## src/rtl/blq_pkg.sv

```systemverilog
package blq_pkg;

  localparam int NBARS = 4;

  typedef enum logic [1:0] {
    KIND_CFG   = 2'd0,
    KIND_IO    = 2'd1,
    KIND_MEM   = 2'd2,
    KIND_OTHER = 2'd3
  } kind_e;

  typedef enum logic [2:0] {
    RG_NONE      = 3'd0,
    RG_IO_BYTE   = 3'd1,
    RG_IO_LOCAL  = 3'd2,
    RG_MEM_BYTE  = 3'd3,
    RG_MEM_LOCAL = 3'd4,
    RG_CFG       = 3'd5
  } region_e;

  localparam logic [5:0] CFG_BAR_FIRST = 6'd4;
  localparam logic [5:0] CFG_LANE_OFF  = 6'd16;

  function automatic logic bar_is_mem(int i);
    return i >= 2;
  endfunction

  function automatic region_e bar_region(int i);
    case (i)
      0:       return RG_IO_BYTE;
      1:       return RG_IO_LOCAL;
      2:       return RG_MEM_BYTE;
      default: return RG_MEM_LOCAL;
    endcase
  endfunction

  function automatic int unsigned max4(int unsigned a, int unsigned b,
                                       int unsigned c, int unsigned d);
    int unsigned m;
    m = a;
    if (b > m) m = b;
    if (c > m) m = c;
    if (d > m) m = d;
    return m;
  endfunction

  // Bits at or above the window size.
  function automatic logic [31:0] size_mask(int unsigned aw);
    return ~((32'd1 << aw) - 32'd1);
  endfunction

  // Expand byte enables into a 32-bit lane mask.
  function automatic logic [31:0] lane_mask(logic [3:0] be);
    logic [31:0] m;
    for (int l = 0; l < 4; l++) m[8*l +: 8] = {8{be[l]}};
    return m;
  endfunction

  function automatic logic [3:0] lane_bit(logic [1:0] l);
    return 4'b0001 << l;
  endfunction

  function automatic logic [7:0] get_byte(logic [31:0] d, logic [1:0] l);
    return d[{l, 3'b000} +: 8];
  endfunction

  function automatic logic [31:0] put_byte(logic [7:0] b, logic [1:0] l);
    return {24'd0, b} << {l, 3'b000};
  endfunction

  function automatic logic [31:0] merge_bytes(logic [31:0] old_v, logic [31:0] new_v,
                                              logic [3:0] be);
    return (old_v & ~lane_mask(be)) | (new_v & lane_mask(be));
  endfunction

  // Readback of a base: stored high bits plus the space flag in bit 0.
  function automatic logic [31:0] bar_view(logic [31:0] base, int unsigned aw, logic is_mem);
    return (base & size_mask(aw)) | {31'd0, ~is_mem};
  endfunction

endpackage

```

## src/rtl/blq_cfg_space.sv

```systemverilog
module blq_cfg_space
  import blq_pkg::*;
#(
  parameter int unsigned IO_BYTE_AW   = 3,
  parameter int unsigned IO_LOCAL_AW  = 4,
  parameter int unsigned MEM_BYTE_AW  = 5,
  parameter int unsigned MEM_LOCAL_AW = 6
) (
  input  logic                        clk,
  input  logic                        rst_n,
  input  logic                        cfg_we,
  input  logic [5:0]                  cfg_off,
  input  logic [3:0]                  cfg_be,
  input  logic [31:0]                 cfg_wdata,
  output logic [NBARS-1:0][31:0]      bar_base,
  output logic [1:0]                  lane_sel,
  output logic [31:0]                 cfg_rdata
);

  localparam int unsigned BAR_AW [NBARS] = '{IO_BYTE_AW, IO_LOCAL_AW, MEM_BYTE_AW, MEM_LOCAL_AW};

  logic [NBARS-1:0]       bar_sel;
  logic [NBARS-1:0][31:0] bar_rd;
  logic                   lane_hit;
  logic [1:0]             lane_q;

  for (genvar g = 0; g < NBARS; g++) begin : g_bar
    logic [31:0] base_q;
    assign bar_sel[g] = (cfg_off == CFG_BAR_FIRST + 6'(g));
    always_ff @(posedge clk) begin
      if (!rst_n) base_q <= '0;
      else if (cfg_we && bar_sel[g])
        base_q <= merge_bytes(base_q, cfg_wdata, cfg_be) & size_mask(BAR_AW[g]);
    end
    assign bar_base[g] = base_q;
    assign bar_rd[g]   = bar_view(base_q, BAR_AW[g], bar_is_mem(g));
  end

  assign lane_hit = (cfg_off == CFG_LANE_OFF);

  always_ff @(posedge clk) begin
    if (!rst_n) lane_q <= 2'd0;
    else if (cfg_we && lane_hit && cfg_be[0]) lane_q <= cfg_wdata[1:0];
  end

  assign lane_sel = lane_q;

  always_comb begin
    cfg_rdata = '0;
    for (int i = 0; i < NBARS; i++)
      if (bar_sel[i]) cfg_rdata = bar_rd[i];
    if (lane_hit) cfg_rdata = {30'd0, lane_q};
  end

endmodule

```

## src/rtl/blq_region_decode.sv

```systemverilog
module blq_region_decode
  import blq_pkg::*;
#(
  parameter int unsigned IO_BYTE_AW   = 3,
  parameter int unsigned IO_LOCAL_AW  = 4,
  parameter int unsigned MEM_BYTE_AW  = 5,
  parameter int unsigned MEM_LOCAL_AW = 6
) (
  input  kind_e                  kind,
  input  logic [31:0]            addr,
  input  logic [NBARS-1:0][31:0] bar_base,
  output logic                   hit,
  output region_e                region
);

  localparam int unsigned BAR_AW [NBARS] = '{IO_BYTE_AW, IO_LOCAL_AW, MEM_BYTE_AW, MEM_LOCAL_AW};

  logic want_mem;
  assign want_mem = (kind == KIND_MEM);

  // Descending scan: the lowest matching window wins.
  always_comb begin
    hit    = 1'b0;
    region = RG_NONE;
    if (kind == KIND_CFG) begin
      hit    = 1'b1;
      region = RG_CFG;
    end else if (kind == KIND_IO || kind == KIND_MEM) begin
      for (int i = NBARS - 1; i >= 0; i--) begin
        if (bar_is_mem(i) == want_mem &&
            (addr & size_mask(BAR_AW[i])) == bar_base[i]) begin
          hit    = 1'b1;
          region = bar_region(i);
        end
      end
    end
  end

endmodule

```

## src/rtl/blq_lane_gate.sv

```systemverilog
module blq_lane_gate
  import blq_pkg::*;
#(
  parameter int unsigned IO_BYTE_AW   = 3,
  parameter int unsigned IO_LOCAL_AW  = 4,
  parameter int unsigned MEM_BYTE_AW  = 5,
  parameter int unsigned MEM_LOCAL_AW = 6,
  parameter int unsigned IDXW         = 4,
  parameter int unsigned LOWW         = 6
) (
  input  region_e          region,
  input  logic [LOWW-1:0]  addr_lo,
  input  logic [3:0]       be,
  input  logic [31:0]      wdata,
  input  logic             write,
  input  logic [1:0]       lane_sel,
  output logic             effective,
  output logic [3:0]       qual_be,
  output logic [IDXW-1:0]  index,
  output logic [7:0]       wbyte,
  output logic [1:0]       rd_lane
);

  logic byte_win;
  assign byte_win = (region == RG_IO_BYTE) || (region == RG_MEM_BYTE);

  always_comb begin
    effective = 1'b0;
    index     = '0;
    rd_lane   = 2'd0;
    case (region)
      RG_IO_BYTE: begin
        rd_lane   = addr_lo[1:0];
        effective = (be == lane_bit(addr_lo[1:0]));
        index     = IDXW'(addr_lo[IO_BYTE_AW-1:0]);
      end
      RG_MEM_BYTE: begin
        rd_lane   = lane_sel;
        effective = (be == lane_bit(lane_sel));
        index     = IDXW'(addr_lo[MEM_BYTE_AW-1:2]);
      end
      RG_IO_LOCAL: begin
        effective = 1'b1;
        index     = IDXW'(addr_lo[IO_LOCAL_AW-1:2]);
      end
      RG_MEM_LOCAL: begin
        effective = 1'b1;
        index     = IDXW'(addr_lo[MEM_LOCAL_AW-1:2]);
      end
      RG_CFG:  effective = 1'b1;
      default: effective = 1'b0;
    endcase
  end

  assign qual_be = effective ? be : 4'd0;
  assign wbyte   = (effective && write && byte_win) ? get_byte(wdata, rd_lane) : 8'd0;

endmodule

```

## src/rtl/byte_lane_qual.sv

```systemverilog
module byte_lane_qual
  import blq_pkg::*;
#(
  parameter int unsigned IO_BYTE_AW   = 3,
  parameter int unsigned IO_LOCAL_AW  = 4,
  parameter int unsigned MEM_BYTE_AW  = 5,
  parameter int unsigned MEM_LOCAL_AW = 6,
  localparam int unsigned IDXW = max4(IO_BYTE_AW, IO_LOCAL_AW - 2,
                                      MEM_BYTE_AW - 2, MEM_LOCAL_AW - 2)
) (
  input  logic             clk,
  input  logic             rst_n,
  input  logic             req_valid,
  input  logic [1:0]       req_kind,
  input  logic             req_write,
  input  logic [31:0]      req_addr,
  input  logic [3:0]       req_be,
  input  logic [31:0]      req_wdata,
  input  logic [7:0]       fn_rbyte,
  input  logic [31:0]      fn_rword,
  output logic             rsp_valid,
  output logic             rsp_hit,
  output logic             rsp_effective,
  output logic             rsp_write,
  output logic [2:0]       rsp_region,
  output logic [IDXW-1:0]  rsp_index,
  output logic [3:0]       rsp_be,
  output logic [7:0]       rsp_byte,
  output logic [31:0]      rsp_rdata
);

  localparam int unsigned LOWW = max4(IO_BYTE_AW, IO_LOCAL_AW, MEM_BYTE_AW, MEM_LOCAL_AW);

  kind_e                  kind;
  logic                   cfg_we;
  logic [NBARS-1:0][31:0] bar_base;
  logic [1:0]             lane_sel;
  logic [31:0]            cfg_rdata;
  logic                   dec_hit;
  region_e                dec_region;
  logic                   gate_eff;
  logic [3:0]             gate_be;
  logic [IDXW-1:0]        gate_index;
  logic [7:0]             gate_wbyte;
  logic [1:0]             gate_lane;

  assign kind   = kind_e'(req_kind);
  assign cfg_we = req_valid && (kind == KIND_CFG) && req_write;

  blq_cfg_space #(
    .IO_BYTE_AW(IO_BYTE_AW), .IO_LOCAL_AW(IO_LOCAL_AW),
    .MEM_BYTE_AW(MEM_BYTE_AW), .MEM_LOCAL_AW(MEM_LOCAL_AW)
  ) u_cfg (
    .clk(clk), .rst_n(rst_n), .cfg_we(cfg_we), .cfg_off(req_addr[7:2]),
    .cfg_be(req_be), .cfg_wdata(req_wdata), .bar_base(bar_base),
    .lane_sel(lane_sel), .cfg_rdata(cfg_rdata)
  );

  blq_region_decode #(
    .IO_BYTE_AW(IO_BYTE_AW), .IO_LOCAL_AW(IO_LOCAL_AW),
    .MEM_BYTE_AW(MEM_BYTE_AW), .MEM_LOCAL_AW(MEM_LOCAL_AW)
  ) u_dec (
    .kind(kind), .addr(req_addr), .bar_base(bar_base),
    .hit(dec_hit), .region(dec_region)
  );

  blq_lane_gate #(
    .IO_BYTE_AW(IO_BYTE_AW), .IO_LOCAL_AW(IO_LOCAL_AW),
    .MEM_BYTE_AW(MEM_BYTE_AW), .MEM_LOCAL_AW(MEM_LOCAL_AW),
    .IDXW(IDXW), .LOWW(LOWW)
  ) u_gate (
    .region(dec_region), .addr_lo(req_addr[LOWW-1:0]), .be(req_be),
    .wdata(req_wdata), .write(req_write), .lane_sel(lane_sel),
    .effective(gate_eff), .qual_be(gate_be), .index(gate_index),
    .wbyte(gate_wbyte), .rd_lane(gate_lane)
  );

  // Response stage
  logic            valid_q, hit_q, eff_q, write_q;
  region_e         region_q;
  logic [IDXW-1:0] index_q;
  logic [3:0]      be_q;
  logic [7:0]      byte_q;
  logic [1:0]      lane_q;
  logic [31:0]     cfg_rd_q;

  always_ff @(posedge clk) begin
    if (!rst_n || !req_valid) begin
      valid_q  <= 1'b0;
      hit_q    <= 1'b0;
      eff_q    <= 1'b0;
      write_q  <= 1'b0;
      region_q <= RG_NONE;
      index_q  <= '0;
      be_q     <= 4'd0;
      byte_q   <= 8'd0;
      lane_q   <= 2'd0;
      cfg_rd_q <= '0;
    end else begin
      valid_q  <= 1'b1;
      hit_q    <= dec_hit;
      eff_q    <= gate_eff;
      write_q  <= req_write;
      region_q <= dec_region;
      index_q  <= (dec_region == RG_CFG) ? '0 : gate_index;
      be_q     <= gate_be;
      byte_q   <= gate_wbyte;
      lane_q   <= gate_lane;
      cfg_rd_q <= (kind == KIND_CFG && !req_write) ? (cfg_rdata & lane_mask(req_be)) : '0;
    end
  end

  always_comb begin
    rsp_rdata = '0;
    if (valid_q && eff_q && !write_q) begin
      case (region_q)
        RG_CFG:                   rsp_rdata = cfg_rd_q;
        RG_IO_BYTE, RG_MEM_BYTE:  rsp_rdata = put_byte(fn_rbyte, lane_q);
        RG_IO_LOCAL, RG_MEM_LOCAL: rsp_rdata = fn_rword & lane_mask(be_q);
        default:                  rsp_rdata = '0;
      endcase
    end
  end

  assign rsp_valid     = valid_q;
  assign rsp_hit       = hit_q;
  assign rsp_effective = eff_q;
  assign rsp_write     = write_q;
  assign rsp_region    = region_q;
  assign rsp_index     = index_q;
  assign rsp_be        = be_q;
  assign rsp_byte      = byte_q;

endmodule

```

## config.mk

```make
export PLATFORM = sky130hd
export DESIGN_NAME = byte_lane_qual
export DESIGN_NICKNAME = d
export VERILOG_FILES = /design/src/rtl/blq_pkg.sv /design/src/rtl/blq_cfg_space.sv /design/src/rtl/blq_region_decode.sv /design/src/rtl/blq_lane_gate.sv /design/src/rtl/byte_lane_qual.sv
export SDC_FILE = /design/constraint.sdc
export NUM_CORES = 1
export LEC_CHECK = 0
export BUFFER_PORTS_ARGS = -buffer_cell sky130_fd_sc_hd__buf_2
export CORE_ASPECT_RATIO = 1.25
export CORE_MARGIN = 1
export CORE_UTILIZATION = 60
export DETAILED_ROUTE_END_ITERATION = 10
export PLACE_DENSITY = 0.85
export SLEW_MARGIN = 20
export SYNTH_ARGS = -nofsm -noshare
export SYNTH_HDL_FRONTEND = slang
export SYNTH_HIERARCHICAL = 1
export SYNTH_SLANG_ARGS = --single-unit
export TNS_END_PERCENT = 1
```

## constraint.sdc

```tcl
create_clock -name clk -period 4.8 [get_ports clk]
set_clock_uncertainty 0.15 [all_clocks]
set_input_delay 0.48 -clock clk [delete_from_list [all_inputs] [get_ports clk]]
set_output_delay 0.48 -clock clk [all_outputs]
set_load 0.03 [all_outputs]
```

# Word level (Yosys, flattened, before mapping)
# Index checks and enable logic that the tools add are counted.
# op_classes
n_eq_ne	23
shift	4
muxes	23
bitwise	16
n_reduce_logical	32
# ops
operator	n
$and 32x32->32	7
$mux 32	6
$or 32x32->32	4
$pmux 32 s3	1
$not 32->32	1
$shiftx 32x6->8	1
$shl 8x5->32	1
$eq 29x29->1	1
$eq 28x28->1	1
$eq 27x27->1	1
$eq 26x26->1	1
$eq 6x3->1 const B	4
$mux 3	6
$logic_and 1x1->1	17
$pmux 4 s4	1
$eq 3x2->1 const B	4
$eq 3x3->1 const B	4
$reduce_or 2->1	6
$eq 4x4->1	2
$shl 1x2->4 const A	2
$mux 1	7
$eq 3x1->1 const B	2
$eq 6x5->1 const B	1
$logic_not 1->1	4
other kinds (8)	13
# word_totals
register_bits	169
wordCells	113

# Longest topological paths before layout
# logic_depth
word_depth	15
mapped_depth	15
depth_no_buf	14

# Cells and area by module
# Netlist, hierarchy kept.
# modules_own_cells
mod	instances	cells_each	area_each_um2	seq_area_each_um2
blq_cfg_space	1	514	5301.3	2242.2
byte_lane_qual	1	254	2439.8	1141.1
blq_region_decode	1	170	1382.6	0.0
blq_lane_gate	1	75	685.7	0.0

# Least setup slack after synthesis
# No wires, ideal clock.
# synth_timing
path_kind	input port to flip-flop
startpoint	input req_kind[0]
endpoint	register byte_q[0], in the netlist rsp_byte[0]
setup_time_ns	0.116
arrival_time_ns	3.054
t_required_ns	4.535
slack_ns	1.480
stages	13
path_cell_list	inv_1 -> ha_1 -> nor4_1 -> nand4_1 -> nor3_1 -> nand4_1 -> nand2_1 -> a21o_1 -> nand2b_1 -> nor2_4 -> mux4_1 -> and2_1 -> and3_1
# synth_between
elab_cells_between_ends	29
cone_classes	eq/ne: 7; shift: 1; mux: 8; bitwise: 2; reduce/logical: 11
# synth_rtl
element	line_no	text
from (decl)	byte_lane_qual.sv:14	input logic [1:0] req_kind,
$eq 2x2->1	blq_region_decode.sv:19, blq_region_decode.sv:28	
$logic_and 1x1->1 or $not 1->1 (tied branches)	blq_region_decode.sv:30	if (bar_is_mem(i) == want_mem &&
$mux 3 or $logic_and 1x1->1 (tied branches)	blq_region_decode.sv:30	
$mux 3 (2 in series)	blq_region_decode.sv:30	
$mux 3	blq_region_decode.sv:28	end else if (kind == KIND_IO || kind == KIND_MEM) begin
$mux 3 (*)	blq_region_decode.sv:25	if (kind == KIND_CFG) begin
via dec_region[0]	byte_lane_qual.sv:40	region_e dec_region;
$eq 3x2->1 or $eq 3x1->1 (tied branches)	blq_lane_gate.sv:31	case (region)
$pmux 2 s2 (*)	blq_lane_gate.sv:31	
via gate_lane[0]	byte_lane_qual.sv:45	logic [1:0] gate_lane;
$shiftx 32x6->8 (*)	blq_pkg.sv:64	return d[{l, 3'b000} +: 8];
to (signal assigned)	byte_lane_qual.sv:107	byte_q <= gate_wbyte;
to (decl)	byte_lane_qual.sv:83	logic [7:0] byte_q;
# Mark *: on every way through the listed nets, which the timed path passes. The rest lies on a longest branch.
# A chain may end at the register's enable or synchronous reset.

# Worst setup path after layout
# layout_timing
startpoint	input req_kind[0]
endpoint	register byte_q[2], in the netlist rsp_byte[2]
# The elaborated chain is that of the path after synthesis.

==> results.yml <==
clock_network:
  cts_setup_buffers: 0
  cts_resized: 0
  path_clk_slew_ps: 60
  htreeDepth: 4
  cts.sinks: 169
  holdBufCountCts: 0
  cts_root_buffer: "clkbuf_16"
  cts_buffers: 17
  cts_tree: "built"
  clk_latency_ps: 440
  cts_buffer_depth: 2
die:
  design.core.area_um2: 15800
  initial_utilization_pct: 62.2
  rows: 51
  dieArea_um2: 16900
  ios: 169
  die_h_um: 145
  die_x_um: 116
sta:
  rsz0062_at_grt: "false"
  hold_viol: 0
  finalCritPeriodShare_pct: 82.5
  setup_tns_ps: 0
  setup_violations: 0
  clock.fmax_mhz: 253
  tightest_slew_ps: 1100
  slew_headroom_pct: 26.0
  fin_crit_ps: 3960
  setup_slack_ps: 841
  slew_viol_final: 0
critical_path:
  cp_slowest_stage_delay_ps: 610
  cp_data_required_time_ps: 4980
  worstPathMaxFanout: 10
  r2r_slack_ps: 1090
  end_kind: "register"
  worstPathCellList: "buf_2 -> inv_1 -> ha_1 -> nor4_1 -> nand4_1 -> nor3_1 -> nand4_1 -> nand2_1 -> a21o_1 -> nand2b_1 -> nor2_4 -> mux4_1 -> and2_1 -> and3_1"
  path_buf_inv: 2
  crit_type: "input port to register"
  regToRegEndpoint: "rsp_byte[2]$_SDFF_PN0_"
  start_kind: "input port"
  critPathTopFamily: "simple AND/OR/NAND/NOR gates"
  crit_path_frequent_cell: "nand4_1"
  arrival_ps: 4140
  cp_slowest_cell: "mux4_1"
  reg2reg_depth: 10
  crit_path_start: "req_kind[0]"
grt:
  first_global_vias: 7895
  track_usage_pct: 36.5
  grt_pass1_wl_um: 45300
  grt_max_degree: 68
  met1_usage_pct: 41.7
  grt_antenna_before_repair: 4
  grtUsageMet2_pct: 59.2
  overflow: 0
  met3_usage_pct: 8.90
  grt-busiest-layer: "met2"
drt:
  vias: 8496
  first_iter_violations: 802
  drt_wl_total_um: 30500
  drt-pass1-iter-count: 6
  route.detailed.wl_per_inst_um: 22.2
  drc: 0
  postRouteAntennaNets: 0
  vias_per_cell: 6.17
logic_synthesis:
  yosys-top-cells-area: "dfxtp_1 34%, mux2i_1 12%, xnor2_1 7.1%"
  postSynthCellCount: 1013
  yosys.area.top_type: "dfxtp_1"
  synth-main-ff-cell: "dfxtp_1"
  netlist_area_um2: 9810
  ys_warn_count: 6
  ys_seq_area_share_pct: 34.5
  synth.distinct_cells: 69
  async_flop_share_pct: 0
  syn_avg_cell_area_um2: 9.68
  synth_edf_count: 0
  yosys_register_bits: 169
  synth_top_area_share_pct: 34.5
min_path:
  hp-class: "input port to register"
  min_path_cells: 3
  holdPathEnd: "u_cfg/lane_sel[0]$_SDFFE_PN0P_"
  worst_hold_startpoint: "req_wdata[0]"
placement:
  numPortBuffers: 168
  dp_hpwl_um: 22800
  place.gp.congestion: 1.05
  place_ws_ps: 593
power_and_ir_drop:
  power.density_nw_per_um2: 284
  p_leak_nw: 4.43
  ir_drop_uv: 211
final_layout:
  final_nets: 1266
  regArea_um2: 3380
  drive_gt1_share_pct: 23.2
  synthToLayoutAreaGrowth_pct: 14.5
  multi_input_area_um2: 6000
  fill_cells: 1157
run:
  max_cap_violations: 0
outcome:
  outcome: "finished clean"
placed cells by master, fill, tap and decap left out, types with 3 or more instances in the layout:
master     instances
dfxtp_1          169
buf_2            167
nand2_1          156
mux2i_1          115
xnor2_1           79
and2_1            77
a21oi_1           40
nand3_1           36
a22oi_1           32
xor2_1            29
nand4_1           27
mux4_2            26
and3_1            21
conb_1            19
clkbuf_16         17
nor4_1            12
buf_4             11
nor2_1            11
nor3_1             8
inv_1              8
mux4_1             8
o21ai_0            6
nand3b_1           5
and2b_1            4
nor3b_2            4
bufinv_16          4
nand2b_1           4
nor3_4             4
clkinv_2           3
nor4b_2            3
nor4b_1            3
nor3_2             3
through the flow:
step	hold WS [ps]	area (um^2)	instances	utilization (%)	power (W)
floorplan	306	9880	1031	-	0.00162
global placement	315	10600	1343	67.1	0.00174
detailed placement	327	10600	1343	67.1	0.00174
CTS	179	11200	1375	71.1	0.00318
global route	188	11200	1375	71.2	0.00327
finish	190	11200	1376	71.2	0.00319
cell usage after synthesis, types with 5 or more instances:
cell type,count
nand3b_1,5
inv_1,8
o21ai_0,6
dfxtp_1,169
nand3_1,36
buf_2,5
nor2_1,11
nand4_1,27
a22oi_1,32
buf_6,14
xor2_1,29
a21oi_1,40
nand2_1,156
mux4_2,26
buf_4,25
and3_1,21
nor3_1,8
mux2i_1,115
nor4b_1,5
xnor2_1,79
and2_1,77
nor4_1,12
mux4_1,8
clkbuf_1,28
power by group:
group | internal [W] | switching (W) | total [W]
Combinational | 0.000110 | 0.000203 | 0.000314
Clock | 0.000899 | 0.000567 | 0.00147
Sequential | 0.00141 | 0.00000325 | 0.00141
kinds of logic (layout without fill, tap and decap cells):
kind of cell    count (synthesis)  after routing  share of synthesized area (%)
mux                           151            151                           20.1
simple gates                  399            399                           22.9
xor+xnor                      111            111                           10.1
flops                         169            169                           34.5
buf+inv                        86            218                           5.42
compound gates                 94             94                           6.66
fa+ha+maj                       2              2                          0.255
other cells                     1             20                         0.0382
worst min-delay path, stage by stage:
cell	delay, ps
buf_2	120
nand3_1	60
a21oi_1	60
layer usage:
metal / part of all wire [%] / wire length [um]
met5: 0.13 / 40
met1: 37 / 11200
met3: 8.7 / 2660
met2: 47 / 14400
met4: 7.4 / 2250
worst max-delay path by stage:
stage                                        end  slack, ps  cells after the start
after global placement    rsp_byte[4]$_SDFF_PN0_        570                     14
after detailed placement  rsp_byte[2]$_SDFF_PN0_        590                     14
final                     rsp_byte[2]$_SDFF_PN0_        840                     14
after global routing      rsp_byte[2]$_SDFF_PN0_        820                     14
after CTS                 rsp_byte[3]$_SDFF_PN0_       1020                     14
after floorplan           rsp_byte[0]$_SDFF_PN0_       1480                     13
area by class of cell:
cell class / count / area share [%]
Clock buffer: 21 / 4.10
Sequential cell: 169 / 30.1
Timing Repair Buffer: 178 / 8.18
Inverter: 8 / 0.267
Clock inverter: 11 / 1.50
Tap cell: 212 / 2.36
Antenna cell: 1 / 0.0223
Multi-Input combinational cell: 776 / 53.4
Power figures use the tool's default switching activity.
